<file path="config.mk">
export PLATFORM = sky130hd
export DESIGN_NAME = burst_src_sched
export DESIGN_NICKNAME = d
export VERILOG_FILES = /design/src/rtl/bss_pkg.sv /design/src/rtl/bss_pat_check.sv /design/src/rtl/bss_fifo.sv /design/src/rtl/bss_tx_seq.sv /design/src/rtl/burst_src_sched.sv
export SDC_FILE = /design/constraint.sdc
export NUM_CORES = 1
export LEC_CHECK = 0
export BUFFER_PORTS_ARGS = -buffer_cell sky130_fd_sc_hd__buf_2
export CELL_PAD_IN_SITES_DETAIL_PLACEMENT = 0
export CELL_PAD_IN_SITES_GLOBAL_PLACEMENT = 1
export CORE_UTILIZATION = 60
export CTS_CLUSTER_SIZE = 24
export DETAILED_ROUTE_END_ITERATION = 16
export GPL_TIMING_DRIVEN = 0
export PLACE_DENSITY = 0.95
export REMOVE_ABC_BUFFERS = 1
export SYNTH_ARGS = -nofsm -noshare
export SYNTH_HDL_FRONTEND = slang
export SYNTH_HIERARCHICAL = 1
export SYNTH_SLANG_ARGS = --single-unit
</file>
<file path="constraint.sdc">
create_clock -name clk -period 4.9 [get_ports clk]
set_input_delay 0.245 -clock clk [delete_from_list [all_inputs] [get_ports clk]]
set_output_delay 0.245 -clock clk [all_outputs]
set_load 0.03 [all_outputs]
</file>
<file path="src/rtl/bss_pkg.sv">
package bss_pkg;

    localparam int WORD_W = 16;
    localparam int MOD_W  = 1;

    localparam logic [WORD_W-1:0] IDLE_CW  = 16'h000F;
    localparam logic [WORD_W-1:0] TRAIN_CW = 16'h0FFF;
    localparam logic [WORD_W-1:0] TRAIN_DW = 16'hF000;
    localparam logic [WORD_W-1:0] PCW_BASE = 16'h8000;

    typedef struct packed {
        logic              sop;
        logic              eop;
        logic [WORD_W-1:0] data;
    } fifo_word_t;

    typedef struct packed {
        logic [WORD_W-1:0] data;
        logic              ctl;
    } tx_word_t;

    typedef enum logic [1:0] {
        ST_BND   = 2'd0,
        ST_DATA  = 2'd1,
        ST_TRAIN = 2'd2
    } tx_state_t;

    function automatic tx_word_t idle_word();
        tx_word_t w;
        w.data = IDLE_CW;
        w.ctl  = 1'b1;
        return w;
    endfunction

    function automatic tx_word_t payload_cw(input logic first_is_sop);
        tx_word_t w;
        w.data = PCW_BASE | {3'b000, first_is_sop, 12'h000};
        w.ctl  = 1'b1;
        return w;
    endfunction

endpackage

</file>
<file path="src/rtl/bss_pat_check.sv">
module bss_pat_check
    import bss_pkg::*;
#(
    parameter int BURST_WORDS = 8
) (
    input  logic             clk,
    input  logic             rst,
    input  logic             wr_en,
    input  logic             wr_sop,
    input  logic             wr_eop,
    input  logic [MOD_W-1:0] wr_mod,
    output logic             pat_err
);

    localparam int PW = (BURST_WORDS > 1) ? $clog2(BURST_WORDS) : 1;
    localparam logic [PW-1:0] PH_LAST = PW'(BURST_WORDS - 1);

    logic [PW-1:0] phase_q;
    logic          open_q;
    logic          mod_bad;
    logic          cut_bad;
    logic [PW-1:0] phase_base;
    logic [PW-1:0] phase_nxt;

    always_comb begin
        mod_bad    = wr_en && !wr_eop && (wr_mod != '0);
        cut_bad    = wr_en && wr_sop && open_q && (phase_q != '0);
        phase_base = wr_sop ? '0 : phase_q;
        phase_nxt  = (phase_base == PH_LAST) ? '0 : phase_base + 1'b1;
    end

    always_ff @(posedge clk) begin
        if (rst) begin
            phase_q <= '0;
            open_q  <= 1'b0;
            pat_err <= 1'b0;
        end else begin
            pat_err <= mod_bad || cut_bad;
            if (wr_en) begin
                open_q  <= !wr_eop;
                phase_q <= phase_nxt;
            end
        end
    end

    p_mod_err_r1: assert property (@(posedge clk) disable iff (rst)
        (wr_en && !wr_eop && (wr_mod != '0)) |=> pat_err);

    p_err_from_write_r3: assert property (@(posedge clk) disable iff (rst)
        pat_err |-> $past(wr_en));

    p_fresh_packet_ok_r2: assert property (@(posedge clk) disable iff (rst)
        (wr_en && wr_sop && !open_q && (wr_eop || (wr_mod == '0))) |=> !pat_err);

endmodule

</file>
<file path="src/rtl/bss_fifo.sv">
module bss_fifo
    import bss_pkg::*;
#(
    parameter int DEPTH = 32,
    parameter int CNTW  = $clog2(DEPTH + 1)
) (
    input  logic            clk,
    input  logic            rst,
    input  logic            wr_en,
    input  fifo_word_t      wr_word,
    input  logic            rd_en,
    output fifo_word_t      head,
    output logic [CNTW-1:0] count,
    output logic [CNTW-1:0] eop_cnt
);

    localparam int AW = (DEPTH > 1) ? $clog2(DEPTH) : 1;
    localparam logic [AW-1:0]   PTR_LAST = AW'(DEPTH - 1);
    localparam logic [CNTW-1:0] FULL_CNT = CNTW'(DEPTH);

    fifo_word_t    mem [DEPTH];
    logic [AW-1:0] wr_ptr;
    logic [AW-1:0] rd_ptr;
    logic          do_wr;
    logic          do_rd;
    logic          eop_in;
    logic          eop_out;

    always_comb begin
        head    = mem[rd_ptr];
        do_wr   = wr_en && (count != FULL_CNT);
        do_rd   = rd_en && (count != '0);
        eop_in  = do_wr && wr_word.eop;
        eop_out = do_rd && head.eop;
    end

    always_ff @(posedge clk) begin
        if (do_wr) mem[wr_ptr] <= wr_word;
    end

    always_ff @(posedge clk) begin
        if (rst) begin
            wr_ptr  <= '0;
            rd_ptr  <= '0;
            count   <= '0;
            eop_cnt <= '0;
        end else begin
            if (do_wr) wr_ptr <= (wr_ptr == PTR_LAST) ? '0 : wr_ptr + 1'b1;
            if (do_rd) rd_ptr <= (rd_ptr == PTR_LAST) ? '0 : rd_ptr + 1'b1;
            count   <= count + CNTW'(do_wr) - CNTW'(do_rd);
            eop_cnt <= eop_cnt + CNTW'(eop_in) - CNTW'(eop_out);
        end
    end

    p_no_underflow_r10: assert property (@(posedge clk) disable iff (rst)
        rd_en |-> (count != '0));

    p_count_bound_r10: assert property (@(posedge clk) disable iff (rst)
        count <= FULL_CNT);

    p_eop_within_count_r5: assert property (@(posedge clk) disable iff (rst)
        eop_cnt <= count);

endmodule

</file>
<file path="src/rtl/bss_tx_seq.sv">
module bss_tx_seq
    import bss_pkg::*;
#(
    parameter int BURST_WORDS = 8,
    parameter int TRAIN_REPS  = 10,
    parameter int CNTW        = 6
) (
    input  logic              clk,
    input  logic              rst,
    input  logic              train_req,
    input  logic              idle_req,
    input  logic              out_dis,
    input  fifo_word_t        head,
    input  logic [CNTW-1:0]   count,
    input  logic [CNTW-1:0]   eop_cnt,
    output logic              rd_en,
    output logic [WORD_W-1:0] tx_data,
    output logic              tx_ctl,
    output logic              tx_hiz
);

    localparam int TRAIN_LEN = 1 + 2 * TRAIN_REPS;
    localparam int STEP_MAX  = (TRAIN_LEN > BURST_WORDS) ? TRAIN_LEN : BURST_WORDS;
    localparam int SW        = $clog2(STEP_MAX + 1);
    localparam logic [SW-1:0]   TR_LAST = SW'(TRAIN_LEN - 1);
    localparam logic [SW-1:0]   TR_CTL  = SW'(TRAIN_REPS);
    localparam logic [SW-1:0]   BU_LAST = SW'(BURST_WORDS - 1);
    localparam logic [CNTW-1:0] BU_FULL = CNTW'(BURST_WORDS);

    tx_state_t     state_q;
    tx_state_t     state_n;
    logic [SW-1:0] step_q;
    logic [SW-1:0] step_n;
    tx_word_t      word_n;
    logic          burst_ok;

    always_comb begin
        burst_ok = (count >= BU_FULL) || (eop_cnt != '0);
        state_n  = state_q;
        step_n   = step_q;
        word_n   = idle_word();
        rd_en    = 1'b0;
        case (state_q)
            ST_BND: begin
                if (train_req) begin
                    word_n  = idle_word();
                    state_n = ST_TRAIN;
                    step_n  = SW'(1);
                end else if (idle_req) begin
                    word_n  = idle_word();
                end else if (burst_ok) begin
                    word_n  = payload_cw(head.sop);
                    state_n = ST_DATA;
                    step_n  = '0;
                end
            end
            ST_TRAIN: begin
                if (step_q <= TR_CTL) begin
                    word_n.data = TRAIN_CW;
                    word_n.ctl  = 1'b1;
                end else begin
                    word_n.data = TRAIN_DW;
                    word_n.ctl  = 1'b0;
                end
                if (step_q == TR_LAST) begin
                    state_n = ST_BND;
                    step_n  = '0;
                end else begin
                    step_n  = step_q + 1'b1;
                end
            end
            ST_DATA: begin
                rd_en       = 1'b1;
                word_n.data = head.data;
                word_n.ctl  = 1'b0;
                if (head.eop || (step_q == BU_LAST)) begin
                    state_n = ST_BND;
                    step_n  = '0;
                end else begin
                    step_n  = step_q + 1'b1;
                end
            end
            default: begin
                state_n = ST_BND;
                step_n  = '0;
            end
        endcase
    end

    always_ff @(posedge clk) begin
        if (rst) begin
            state_q <= ST_BND;
            step_q  <= '0;
            tx_data <= IDLE_CW;
            tx_ctl  <= 1'b1;
            tx_hiz  <= 1'b0;
        end else begin
            state_q <= state_n;
            step_q  <= step_n;
            tx_data <= word_n.data;
            tx_ctl  <= word_n.ctl;
            tx_hiz  <= out_dis;
        end
    end

    p_burst_has_data_r5: assert property (@(posedge clk) disable iff (rst)
        (state_q == ST_DATA) |-> (count != '0));

    p_burst_len_r4: assert property (@(posedge clk) disable iff (rst)
        (state_q == ST_DATA) |-> (step_q <= BU_LAST));

    p_train_first_r9: assert property (@(posedge clk) disable iff (rst)
        (state_q == ST_BND && train_req) |=>
            (state_q == ST_TRAIN && tx_data == IDLE_CW && tx_ctl));

    p_idle_over_data_r6: assert property (@(posedge clk) disable iff (rst)
        (state_q == ST_BND && !train_req && idle_req) |=>
            (state_q == ST_BND && tx_data == IDLE_CW && tx_ctl));

    p_train_full_r7: assert property (@(posedge clk) disable iff (rst)
        (state_q == ST_TRAIN && step_q != TR_LAST) |=> (state_q == ST_TRAIN));

    p_burst_defer_r8: assert property (@(posedge clk) disable iff (rst)
        (state_q == ST_DATA && !head.eop && step_q != BU_LAST) |=> (state_q == ST_DATA));

    p_hiz_follow_r11: assert property (@(posedge clk) disable iff (rst)
        1'b1 |=> (tx_hiz == $past(out_dis)));

endmodule

</file>
<file path="src/rtl/burst_src_sched.sv">
module burst_src_sched
    import bss_pkg::*;
#(
    parameter int FIFO_DEPTH  = 32,
    parameter int BURST_WORDS = 8,
    parameter int TRAIN_REPS  = 10
) (
    input  logic              clk,
    input  logic              rst,
    input  logic              wr_en,
    input  logic [WORD_W-1:0] wr_data,
    input  logic              wr_sop,
    input  logic              wr_eop,
    input  logic [MOD_W-1:0]  wr_mod,
    input  logic              idle_req,
    input  logic              train_req,
    input  logic              out_dis,
    output logic [WORD_W-1:0] tx_data,
    output logic              tx_ctl,
    output logic              tx_hiz,
    output logic              pat_err
);

    localparam int CNTW = $clog2(FIFO_DEPTH + 1);

    fifo_word_t      wr_word;
    fifo_word_t      head;
    logic [CNTW-1:0] count;
    logic [CNTW-1:0] eop_cnt;
    logic            rd_en;

    always_comb begin
        wr_word.sop  = wr_sop;
        wr_word.eop  = wr_eop;
        wr_word.data = wr_data;
    end

    bss_pat_check #(
        .BURST_WORDS (BURST_WORDS)
    ) u_check (
        .clk     (clk),
        .rst     (rst),
        .wr_en   (wr_en),
        .wr_sop  (wr_sop),
        .wr_eop  (wr_eop),
        .wr_mod  (wr_mod),
        .pat_err (pat_err)
    );

    bss_fifo #(
        .DEPTH (FIFO_DEPTH),
        .CNTW  (CNTW)
    ) u_fifo (
        .clk     (clk),
        .rst     (rst),
        .wr_en   (wr_en),
        .wr_word (wr_word),
        .rd_en   (rd_en),
        .head    (head),
        .count   (count),
        .eop_cnt (eop_cnt)
    );

    bss_tx_seq #(
        .BURST_WORDS (BURST_WORDS),
        .TRAIN_REPS  (TRAIN_REPS),
        .CNTW        (CNTW)
    ) u_tx (
        .clk       (clk),
        .rst       (rst),
        .train_req (train_req),
        .idle_req  (idle_req),
        .out_dis   (out_dis),
        .head      (head),
        .count     (count),
        .eop_cnt   (eop_cnt),
        .rd_en     (rd_en),
        .tx_data   (tx_data),
        .tx_ctl    (tx_ctl),
        .tx_hiz    (tx_hiz)
    );

endmodule

</file>
# [Word level (Yosys, flattened, before mapping)]
# Memory sizes are Yosys's and may differ from the RTL's. A register that Yosys moved wholly into a read port is not among the register bits.
# Index checks and enable logic that the tools add are counted.
[totals] out_inout_bits=19 regBits=52 n_memories=1 mem_bits_rw=576 inputBits=25 elab_cells=80
[op_classes] mux=26 n_eq_ne=12 add_sub_neg=8 magnitude_cmp=2 reduce_logical=19
[memory_table] name="u_fifo.mem" words=32 width=18 read_ports=1 rd_ports_with_merged_regs=1 write_ports=1 line_no="bss_fifo.sv:21" text="fifo_word_t mem [DEPTH];"
[ops] operator="17-bit 2-to-1 mux" n=4
[ops] operator="17-bit one-hot mux with 3 select lines" n=1
[ops] operator="5-bit 2-to-1 mux" n=9
[ops] operator="5-bit by 1-bit adder with 5-bit output, second input constant" n=3
[ops] operator="5-bit equality test, second input constant" n=3
[ops] operator="5-bit one-hot mux with 3 select lines" n=1
[ops] operator="6-bit by 1-bit adder with 6-bit output" n=2
[ops] operator="6-bit nonzero test" n=2
[ops] operator="6-bit by 1-bit subtractor with 6-bit output" n=2
[ops] operator="2-bit 2-to-1 mux" n=5
[ops] operator="1-bit logical AND" n=9
[ops] operator="6-bit by 4-bit greater-or-equal comparator with 1-bit output, second input constant" n=1
[ops] operator="3-bit 2-to-1 mux" n=2
[ops] operator="6-bit != test, second input constant" n=1
[ops] operator="2-bit one-hot mux with 3 select lines" n=1
[ops] operator="5-bit by 3-bit equality test with 1-bit output, second input constant" n=1
[ops] operator="5-bit by 4-bit less-or-equal comparator with 1-bit output, second input constant" n=1
[ops] operator="2-bit by 1-bit != test with 1-bit output, second input constant" n=2
[ops] operator="4-bit AND reduction" n=1
[ops] operator="3-bit by 1-bit adder with 3-bit output, second input constant" n=1
[ops] operator="3-bit equality test, second input constant" n=1
[ops] operator="1-bit logical OR" n=3
[ops] operator="1-bit 2-to-1 mux" n=3
[ops] operator="3-bit by 2-bit != test with 1-bit output, second input constant" n=1
[ops] operator="7 further kinds" n=7

# [Logic depth before layout (Yosys ltp)]
# Gate-level depths: netlist of run 1.
[logic_depth] depth_word=6 depth_mapped=16 mapped_depth_nobuf=14

# [Modules after synthesis]
# The synthesis of run 1 kept the hierarchy.
[by_module_without_submodules] mod="bss_fifo" seq_area_each_um2=17837.1 n_inst=1 area_each_um2=23501.3 cells_each=1053
[by_module_without_submodules] mod="bss_tx_seq" seq_area_each_um2=500.5 n_inst=1 area_each_um2=1033.5 cells_each=116
[by_module_without_submodules] mod="bss_pat_check" seq_area_each_um2=100.1 n_inst=1 area_each_um2=246.5 cells_each=24

# [Worst setup path before layout of run 1]
# No wires, ideal clock.
[synth_path] path_kind="register -> register" start="reg (tool-made name)" end="reg u_fifo.eop_cnt[4]" setup_ns=0.128 period_less_slack_ns=3.239 required_ns=4.772 arrival_ns=3.111 slack_ns=1.661 path_buffers=4 stages_incl_launch_ff=17 cell_sequence="dfxtp_1 -> buf_2 -> buf_2 -> buf_2 -> buf_2 -> mux2i_1 -> nand3_1 -> nand3_1 -> a41oi_1 -> ha_1 -> inv_1 -> ha_1 -> fa_1 -> a21o_1 -> a21oi_1 -> xor2_1 -> nor2_1"
[synth_rtl] item="end signal: assignment" line_no="bss_fifo.sv:51" text="eop_cnt <= eop_cnt + CNTW'(eop_in) - CNTW'(eop_out);"
[synth_rtl] item="end: declaration" line_no="bss_fifo.sv:14" text="output logic [CNTW-1:0] eop_cnt"

==> flow_summary_export.csv, run 1 <==
group,metric,value,unit
timing,setup_ws,1080,ps
clock_tree,clock_latency,610,ps
timing,worstMarginPinSlew,1050,ps
floorplan,pin_count,44,
placed_design,io_buffers,43,
hold_path,hold_path.class,"input port to flip-flop",
clock_tree,ctsResizeCount,0,
power_and_ir_drop,ir_drop,251,uV
clock_tree,numCtsBuffers,58,
setup_path,start_kind,"flip-flop",
yosys,yosysWarnings,6,
finish,stdcell_count,1863,
yosys,synth_top_area_share,0.698,
setup_path,cpPeakStageDelay,680,ps
placed_design,dp_slack,1040,ps
timing,hold_ws,56.8,ps
floorplan,initial_utilization,0.608,
routing,vias_per_cell,6.96,
setup_path,critical_path_depth,14,
setup_path,critical_path_class,"flip-flop to flip-flop",
yosys,netlist_instances,1193,
yosys,ys_seq_elements,633,
setup_path,worstPathArrival,4260,ps
routing,routed_wl,62.4,mm
timing,finalSetupViolations,0,
yosys,seq_area_frac_synth,0.744,
yosys,async_reset_ff_frac,0,
power_and_ir_drop,pwr-share-clk,0.388,
yosys,netlist-cell-type-count,57,
timing,rsz0062_at_grt,"no",
setup_path,worstSetupEndpointType,"flip-flop",
setup_path,crit_slowest_cell,"dfxtp_4",
power_and_ir_drop,p_seq_frac,0.515,
timing,period_needed,3820,ps
setup_path,crit_buf_inv,3,
finish,final_nets,1333,
setup_path,crit_path_max_fanout,38,
setup_path,r2r_cells,14,
global_routing,track_usage,0.310,
timing,hold_viol,0,
timing,drv_slew,0,
clock_tree,cts_setup_buffers,0,
floorplan,die_x,205,um
global_routing,grt_pass1_vias,13400,
timing,skew,14.0,ps
finish,layout_common_cells,"edfxtp_1 (576), mux4_2 (170), clkbuf_16 (59)",
floorplan,die_h,205,um
routing,drc,0,
hold_path,hold_depth,4,
timing,fmax,262,MHz
power_and_ir_drop,p_leak,8.83,nW
power_and_ir_drop,p_sw_frac,0.232,
setup_path,crit_family,"adder cells",
outcome,status,"finished, final reports clean",
clock_tree,cts_num_sinks,633,
finish,area_delta_synth_final,14.0,%
timing,fin_crit_sh,0.779,
floorplan,core_area,40700,um^2
placed_design,dp_cells,1747,
global_routing,overflow,0,
yosys,synth_area_leaders,"edfxtp_1 (70%), mux4_2 (15%), dfxtp_1 (4.6%), ha_1 (1.3%), mux2_2 (0.82%)",
yosys,synth-edff-count,576,
routing,wire_per_inst,33.5,um
routing,num_vias,13000,
yosys,syn_area_per_cell,20.8,um^2
global_routing,grt_pass1_wl,90.7,mm
power_and_ir_drop,powerDensity,419,nW/um^2
clock_tree,clk_pin_slew,70,ps
routing,drtIter0Drc,1622,
placed_design,routabilityCongestion,0.773,
power_and_ir_drop,p_sw,2.75,mW
setup_path,crit_chain,"buf_16 > buf_12 > mux2i_1 > nand3_1 > nand3_1 > a41oi_1 > ha_1 > inv_1 > ha_1 > fa_1 > a21o_1 > a21oi_1 > xor2_1 > nor2_1",
power_and_ir_drop,power.share.combinational,0.097,
placed_design,dp_hpwl,35.6,mm
global_routing,antenna_found_initial,2,
power_and_ir_drop,internal_power,9.09,mW
routing,dr.pass1.iters,5,
yosys,synth_ff_type,"edfxtp_1",
yosys,synth_top_cell_by_area,"edfxtp_1",
clock_tree,cts_htree_levels,2,
finish,final_common_cell,"edfxtp_1",
floorplan,dieArea,42100,um^2
routing,ant_nets,0,
timing,max-slew-margin-rel,0.297,
flow_run,max-cap-violations,0,
finish,final_core_utilization,0.693,
yosys,syn-cell-area,24800,um^2
global_routing,grt_start_max_net_pins,54,
clock_tree,clockBufferDepth,3,
setup_path,required,5350,ps
clock_tree,cts-root-buf,"clkbuf_16",
floorplan,rows,74,
finish,drive_gt1_frac,0.305,
clock_tree,cts_tree,"yes",
==> cells by family after synthesis <==
| family | Yosys count | share of synthesized area |
|---|---|---|
| adders and majority gates | 28 | 0.0147 |
| muxes | 206 | 0.170 |
| xor gates and xnor gates | 7 | 0.00247 |
| DFF | 633 | 0.744 |
| and+or+nand+nor | 157 | 0.0318 |
| AOI/OAI and AO/OA | 79 | 0.0210 |
| buffers and inverters | 83 | 0.0161 |
==> worst register-to-register path, stage by stage (launching register included) <==
cell and delay (ps):
dfxtp_4 680, buf_16 340, buf_12 290, mux2i_1 290, nand3_1 140, nand3_1 180
a41oi_1 120, ha_1 330, inv_1 40, ha_1 210, fa_1 460, a21o_1 210
a21oi_1 170, xor2_1 150, nor2_1 50
==> final timing paths <==
| path | from | to | slack [ps] |
|---|---|---|---|
| hold / removal | idle_req | u_tx/tx_data[15]$_SDFF_PP0_ | 60 |
| hold reg to reg | u_check/open_q$_SDFFE_PP0P_ | u_check/open_q$_SDFFE_PP0P_ | 510 |
| setup / recovery | flip-flop | u_fifo/eop_cnt[4]$_SDFF_PP0_ | 1080 |
| setup reg to reg | flip-flop | u_fifo/eop_cnt[4]$_SDFF_PP0_ | 1080 |
==> final cells by class <==
class,count,area [um^2]
diodes,1,2.50
well taps,532,666
multi-input cells,477,6060
inverters,28,105
clock inverters,41,389
flip-flops and latches,633,18500
fillers,2305,12500
clock buffers,69,1550
repair buffers,82,1020
==> cell usage after synthesis, types with 3 or more instances <==
| master | instances |
|---|---|
| xor2_1 | 3 |
| ha_1 | 26 |
| nand2_1 | 29 |
| o21ai_0 | 6 |
| and3_1 | 3 |
| a21o_1 | 4 |
| nor4_1 | 3 |
| a211o_1 | 5 |
| mux2_2 | 18 |
| a211oi_1 | 3 |
| nand3b_1 | 4 |
| edfxtp_1 | 576 |
| a22oi_1 | 3 |
| or3b_2 | 3 |
| nor3_1 | 7 |
| o21a_1 | 3 |
| a31oi_1 | 7 |
| mux2i_1 | 18 |
| dfxtp_1 | 57 |
| nand3_1 | 18 |
| or3_1 | 6 |
| buf_2 | 15 |
| nor2_1 | 54 |
| nor2b_1 | 10 |
| inv_1 | 26 |
| clkbuf_1 | 31 |
| xnor2_1 | 4 |
| mux4_2 | 170 |
| buf_6 | 9 |
| nand2b_1 | 8 |
| a21oi_1 | 33 |
==> what timing repair did <==
action	in CTS	in global routing
hold endpoints to repair	5	0
endpoints found under the setup margin	0	0
hold buffers	5	0
==> registers in the layout, indices dropped and copies added (netlist names), named ones only <==
register         cells
u_check/pat_err      1
u_tx/tx_ctl          1
u_tx/tx_data        16
u_check/phase_q      3
u_tx/step_q          5
u_fifo/eop_cnt       6
u_tx/tx_hiz          1
u_fifo/rd_ptr        5
u_check/open_q       1
u_fifo/wr_ptr        5
u_fifo/mem         576
u_fifo/count         6
u_tx/state_q         2
==> power groups by stage <==
stage	sequential, mW	clock [mW]	combinational (mW)
6_report	6.10	4.60	1.14
5_1_grt	6.11	4.82	1.22
4_1_cts	6.10	4.64	1.14
3_5_place_dp	6.21	0	1.09
3_3_place_gp	6.27	0	1.02
2_1_floorplan	6.27	0	0.716
==> layer usage <==
metal / GRT usage / up-vias / wire length, um
met5: 0 / - / 0
met4: 0.166 / 0 / 3390
met3: 0.0584 / 228 / 5870
met2: 0.517 / 970 / 31800
met1: 0.388 / 6694 / 21300
li1: - / 5083 / -
==> through the flow <==
| step | area [um^2] | TNS (ps) | total power, mW |
|---|---|---|---|
| 2_1_floorplan | 24500 | -70940 | 6.99 |
| 3_3_place_gp | 25400 | -147160 | 7.30 |
| 3_5_place_dp | 26300 | 0 | 7.30 |
| 4_1_cts | 28200 | 0 | 11.9 |
| 5_1_grt | 28200 | 0 | 12.2 |
| 6_report | 28200 | 0 | 11.8 |
Note: power is estimated with default switching activity, not from simulation.
==> inputs of run 2 (changes only) <==
--- a/config.mk
+++ b/config.mk
@@ -8,11 +8,11 @@
 export BUFFER_PORTS_ARGS = -buffer_cell sky130_fd_sc_hd__buf_2
 export CELL_PAD_IN_SITES_DETAIL_PLACEMENT = 0
 export CELL_PAD_IN_SITES_GLOBAL_PLACEMENT = 1
-export CORE_UTILIZATION = 60
+export CORE_UTILIZATION = 55
 export CTS_CLUSTER_SIZE = 24
 export DETAILED_ROUTE_END_ITERATION = 16
 export GPL_TIMING_DRIVEN = 0
-export PLACE_DENSITY = 0.95
+export PLACE_DENSITY = 0.89
 export REMOVE_ABC_BUFFERS = 1
 export SYNTH_ARGS = -nofsm -noshare
 export SYNTH_HDL_FRONTEND = slang
==> constraint.sdc (replaced) <==
create_clock -name clk -period 3.7 [get_ports clk]
set_input_delay 0.185 -clock clk [delete_from_list [all_inputs] [get_ports clk]]
set_output_delay 0.185 -clock clk [all_outputs]
set_load 0.03 [all_outputs]
==> run 2 against run 1 <==
  * Die area up 9.0%
  * Setup slack got worse by 810 ps
  * Non-clock buffer count fell by 10
  * Power up 29%
  * Sequential cell count unchanged
  * Worst hold slack got worse by 18 ps
  * Sequential power grew 32%
==> flow_summary_export.csv, run 2 (synthesized netlist as in run 1, its figures left out) <==
group,metric,value,unit
finish,reg_top3,"u_fifo/mem x576, u_tx/tx_data x16",
clock_tree,numCtsBuffers,58,
timing,hold_viol,0,
setup_path,critical_path_class,"flip-flop to flip-flop",
routing,dr_wl_met3,5.29,mm
setup_path,start_kind,"flip-flop",
global_routing,grt_pass1_vias,13000,
power_and_ir_drop,powerDensity,547,nW/um^2
setup_path,crit_path_max_fanout,40,
finish,drive_gt1_frac,0.292,
routing,num_vias,12600,
finish,regMostFlops,"u_fifo/mem",
finish,area_delta_synth_final,13.0,%
routing,ant_nets,0,
global_routing,grt_start_max_net_pins,63,
routing,routed_wl,59.5,mm
finish,largest_reg_flops,576,
floorplan,rows,77,
global_routing,overflow,0,
power_and_ir_drop,p_leak,8.66,nW
floorplan,core_area,44300,um^2
clock_tree,clk_pin_slew,60,ps
hold_path,hold_path.class,"input port to flip-flop",
finish,final_core_utilization,0.632,
setup_path,crit_family,"multiplexers",
routing,top_layer,"met4",
setup_path,worstPathArrival,3910,ps
global_routing,antenna_found_initial,0,
finish,final_common_cell,"edfxtp_1",
clock_tree,cts_htree_levels,2,
clock_tree,cts_tree,"yes",
placed_design,dp_hpwl,31.7,mm
routing,drtIter0Drc,1529,
finish,layout_common_cells,"edfxtp_1 (576), mux4_2 (170), clkbuf_16 (59)",
routing,wl_met1,21.2,mm
floorplan,pin_count,44,
routing,dr.pass1.iters,5,
clock_tree,cts_num_sinks,633,
setup_path,required,4180,ps
finish,final_nets,1323,
timing,skew,27.4,ps
setup_path,cpPeakStageDelay,700,ps
flow_run,max-cap-violations,0,
timing,tns,0,ps
power_and_ir_drop,ir_drop,378,uV
timing,max-slew-margin-rel,0.225,
timing,drv_slew,0,
routing,met2WireLength,30.6,mm
timing,fin_crit_sh,0.925,
timing,fmax,292,MHz
clock_tree,cts-root-buf,"clkbuf_16",
placed_design,io_buffers,43,
setup_path,crit_chain,"buf_16 > buf_16 > mux4_2 > mux4_2 > mux2_2 > a21oi_1 > nand3_1",
floorplan,dieArea,45900,um^2
setup_path,crit_buf_inv,2,
floorplan,die_x,214,um
placed_design,routabilityCongestion,0.751,
routing,vias_per_cell,6.63,
clock_tree,clock_latency,650,ps
global_routing,track_usage,0.265,
timing,rsz0062_at_grt,"no",
routing,wire_per_inst,31.2,um
timing,period_needed,3420,ps
timing,worstMarginPinSlew,1160,ps
floorplan,die_h,214,um
floorplan,initial_utilization,0.559,
global_routing,grt_pass1_wl,86.9,mm
clock_tree,clockBufferDepth,3,
timing,finalSetupViolations,0,
setup_path,crit_slowest_cell,"dfxtp_4",
outcome,status,"finished, final reports clean",
finish,antenna_cells,0,
setup_path,worstSetupEndpointType,"flip-flop",
routing,drc,0,
run 2: final timing paths:
path / startpoint / to / slack [ps] / cells after the start
worst max-delay path: flip-flop / u_tx/tx_data[3]$_SDFF_PP1_ / 280 / 7
worst min-delay path: wr_data[3] / u_fifo/mem[14][3]$_DFFE_PP_ / 40 / 1
worst max register to register: flip-flop / u_tx/tx_data[3]$_SDFF_PP1_ / 280 / 7
worst min register to register: u_check/open_q$_SDFFE_PP0P_ / u_check/open_q$_SDFFE_PP0P_ / 500 / 2
run 2: per-stage QoR:
step	hold slack, ps	power, mW	std cells	instance area, um^2	worst slack, ps
global placement	392	9.66	1773	25400	-7500
CTS	1.60	15.4	1905	28000	120
finish	38.8	15.3	1906	28000	277
global route	29.7	15.8	1906	28000	40.0
detailed placement	402	9.64	1795	26100	151
floorplan	250	9.25	1138	24500	-4450
run 2: routing by layer:
layer,vias up,track usage
met5,-,0
met4,0,0.122
met3,171,0.0533
met2,776,0.449
met1,6621,0.330
li1,5071,-
run 2: layout make-up:
type	count	area [um^2]
Inverter	28	105
Tap cell	592	741
Multi-Input combinational cell	477	6110
Fill cell	2777	16300
Clock buffer	77	1600
Sequential cell	633	18500
Timing Repair Buffer	72	751
Clock inverter	27	231
run 2: where the power goes:
group	internal (mW)	switching [mW]
Combinational	0.637	0.820
Clock	3.19	2.61
Sequential	7.96	0.108
Total	11.8	3.54
run 2: timing repair:
action                                 4_1_cts  5_1_grt
setup endpoints to repair                    0        2
endpoints found under the hold margin       11        0
gates resized for setup                      0        2
hold buffers                                 6        0
setup buffers                                0        1
==> inputs of run 3 (changes only) <==
--- a/config.mk
+++ b/config.mk
@@ -6,7 +6,7 @@
 export NUM_CORES = 1
 export LEC_CHECK = 0
 export BUFFER_PORTS_ARGS = -buffer_cell sky130_fd_sc_hd__buf_2
-export CELL_PAD_IN_SITES_DETAIL_PLACEMENT = 0
+export CELL_PAD_IN_SITES_DETAIL_PLACEMENT = 1
 export CELL_PAD_IN_SITES_GLOBAL_PLACEMENT = 1
 export CORE_UTILIZATION = 55
 export CTS_CLUSTER_SIZE = 24
==> run 3 against run 2 <==
  * First-iteration DRC count increased by 15%
  * Design area increased by 0.45%
  * Die area unchanged
  * Count of clock-buffer cells in the layout unchanged
  * Worst hold slack about the same
  * Routed wire length increased by 15%
  * Combinational power increased by 14%
  * Maximum frequency decreased by 5.2%
  * Largest power group unchanged
==> flow_summary_export.csv, run 3 (synthesized netlist as in run 1, its figures left out) <==
group,metric,value,unit
routing,ant_nets,0,
finish,reg_top3,"u_fifo/mem x576, u_tx/tx_data x16",
setup_path,r2r_slack,90,ps
timing,finalSetupViolations,0,
timing,worstMarginPinSlew,1190,ps
global_routing,grt_pass1_vias,14000,
routing,dr.pass1.iters,8,
timing,period_needed,3610,ps
routing,dr_wl_met3,6.30,mm
setup_path,crit_family,"compound AO/OA/AOI/OAI gates",
timing,rsz0062_at_grt,"no",
setup_path,start_kind,"flip-flop",
finish,final_core_utilization,0.635,
setup_path,crit_end,"u_fifo/eop_cnt[4]$_SDFF_PP0_",
finish,regMostFlops,"u_fifo/mem",
setup_path,timing.rr.end,"u_fifo/eop_cnt[4]$_SDFF_PP0_",
clock_tree,clock_latency,650,ps
routing,top_layer,"met5",
placed_design,io_buffers,43,
clock_tree,cts-root-buf,"clkbuf_16",
finish,layout_common_cells,"edfxtp_1 (576), mux4_2 (170), clkbuf_16 (60)",
timing,skew,28.0,ps
setup_path,worstPathArrival,4090,ps
finish,area_delta_synth_final,13.5,%
clock_tree,cts_tree,"yes",
floorplan,dieArea,45900,um^2
floorplan,pin_count,44,
timing,fin_crit_sh,0.976,
routing,wire_per_inst,35.7,um
routing,drc,0,
placed_design,dp_hpwl,36.0,mm
clock_tree,clockBufferDepth,3,
floorplan,initial_utilization,0.559,
setup_path,crit_buf_inv,1,
setup_path,cpPeakStageDelay,910,ps
timing,drv_slew,0,
timing,tns,0,ps
timing,hold_viol,0,
floorplan,die_h,214,um
setup_path,required,4170,ps
global_routing,grt_start_max_net_pins,63,
setup_path,crit_slowest_cell,"dfxtp_2",
setup_path,crit_chain,"nand2b_1 > a21oi_1 > nand3_1 > a41oi_1 > ha_1 > inv_1 > ha_1 > fa_1 > a21o_1 > a21oi_1 > xor2_1 > nor2_1",
setup_path,worstSetupEndpointType,"flip-flop",
finish,drive_gt1_frac,0.300,
outcome,status,"finished, final reports clean",
routing,routed_wl,68.6,mm
power_and_ir_drop,ir_drop,441,uV
setup_path,r2r_cells,12,
hold_path,hold_path.class,"input port to flip-flop",
clock_tree,cts_num_sinks,633,
timing,fmax,277,MHz
timing,max-slew-margin-rel,0.208,
global_routing,antenna_found_initial,2,
finish,seqCellArea,18500,um^2
finish,multi_input_area,6120,um^2
global_routing,track_usage,0.305,
global_routing,grt_pass1_wl,98.7,mm
setup_path,crit_path_max_fanout,21,
routing,num_vias,13200,
finish,final_common_cell,"edfxtp_1",
routing,drtIter0Drc,1765,
clock_tree,clk_pin_slew,70,ps
placed_design,routabilityCongestion,0.751,
floorplan,rows,77,
finish,largest_reg_flops,576,
routing,met2WireLength,34.8,mm
setup_path,critical_path_depth,12,
floorplan,die_x,214,um
power_and_ir_drop,p_leak,8.72,nW
flow_run,max-cap-violations,0,
global_routing,overflow,0,
finish,final_nets,1330,
routing,vias_per_cell,6.85,
routing,wl_met1,23.9,mm
finish,nFillCells,3598,
placed_design,dp_cells,1795,
finish,stdcell_count,1920,
floorplan,core_area,44300,um^2
clock_tree,cts_htree_levels,2,
power_and_ir_drop,powerDensity,560,nW/um^2
setup_path,critical_path_class,"flip-flop to flip-flop",
power_and_ir_drop,p_total,15.8,mW
clock_tree,numCtsBuffers,59,
## run 3: worst register-to-register path, cell delays in order (launching register included)
cell	delay, ps
dfxtp_2	910
nand2b_1	200
a21oi_1	240
nand3_1	170
a41oi_1	320
ha_1	190
inv_1	50
ha_1	220
fa_1	470
a21o_1	210
a21oi_1	260
xor2_1	180
nor2_1	50
## run 3: through the flow
step	hold slack [ps]	instance area, um^2	worst slack [ps]
2_1_floorplan	250	24500	-4450
3_3_place_gp	392	25400	-7500
3_5_place_dp	405	26100	-26.8
4_1_cts	14.0	28100	73.4
5_1_grt	58.4	28100	18.0
6_report	39.2	28100	87.8
## run 3: area by class of cell
| type | count | area share |
|---|---|---|
| antenna | 1 | 0.0000890 |
| clock buffer | 77 | 0.0567 |
| clock inverter | 34 | 0.0104 |
| inverter | 28 | 0.00387 |
| multi-input combinational | 477 | 0.218 |
| sequential | 633 | 0.656 |
| tap | 592 | 0.0263 |
| timing repair buffer | 78 | 0.0287 |
## run 3: routing by layer
metal | vias up | global-route usage
met4 | 2 | 0.149
li1 | 5083 | -
met3 | 246 | 0.0566
met2 | 970 | 0.517
met1 | 6855 | 0.383
met5 | - | 0
## run 3: power breakdown
part / total [mW] / switching [mW] / internal [mW] / leakage, nW
logic: 1.66 / 0.997 / 0.660 / 2.15
clock network: 6.02 / 2.75 / 3.27 / 0.915
registers: 8.08 / 0.113 / 7.96 / 5.66
total: 15.8 / 3.86 / 11.9 / 8.72
## run 3: timing repair
item	CTS	global route
pin swaps	0	0
hold endpoints to repair	8	0
buffers inserted	1	6
gates resized for setup	2	3
endpoints found under the setup margin	2	2
hold buffers	6	0
## run 3: worst min-delay path by stage
stage | start | to | slack, ps | cells after the start
global placement | out_dis | u_tx/tx_hiz$_SDFF_PP0_ | 390 | 2
global route | wr_data[7] | u_fifo/mem[10][7]$_DFFE_PP_ | 60 | 1
finish | wr_data[8] | u_fifo/mem[12][8]$_DFFE_PP_ | 40 | 1
floorplan | rst | u_check/phase_q[0]$_SDFFE_PP0P_ | 250 | 1
detailed placement | out_dis | u_tx/tx_hiz$_SDFF_PP0_ | 410 | 2
CTS | wr_data[5] | u_fifo/mem[2][5]$_DFFE_PP_ | 10 | 1
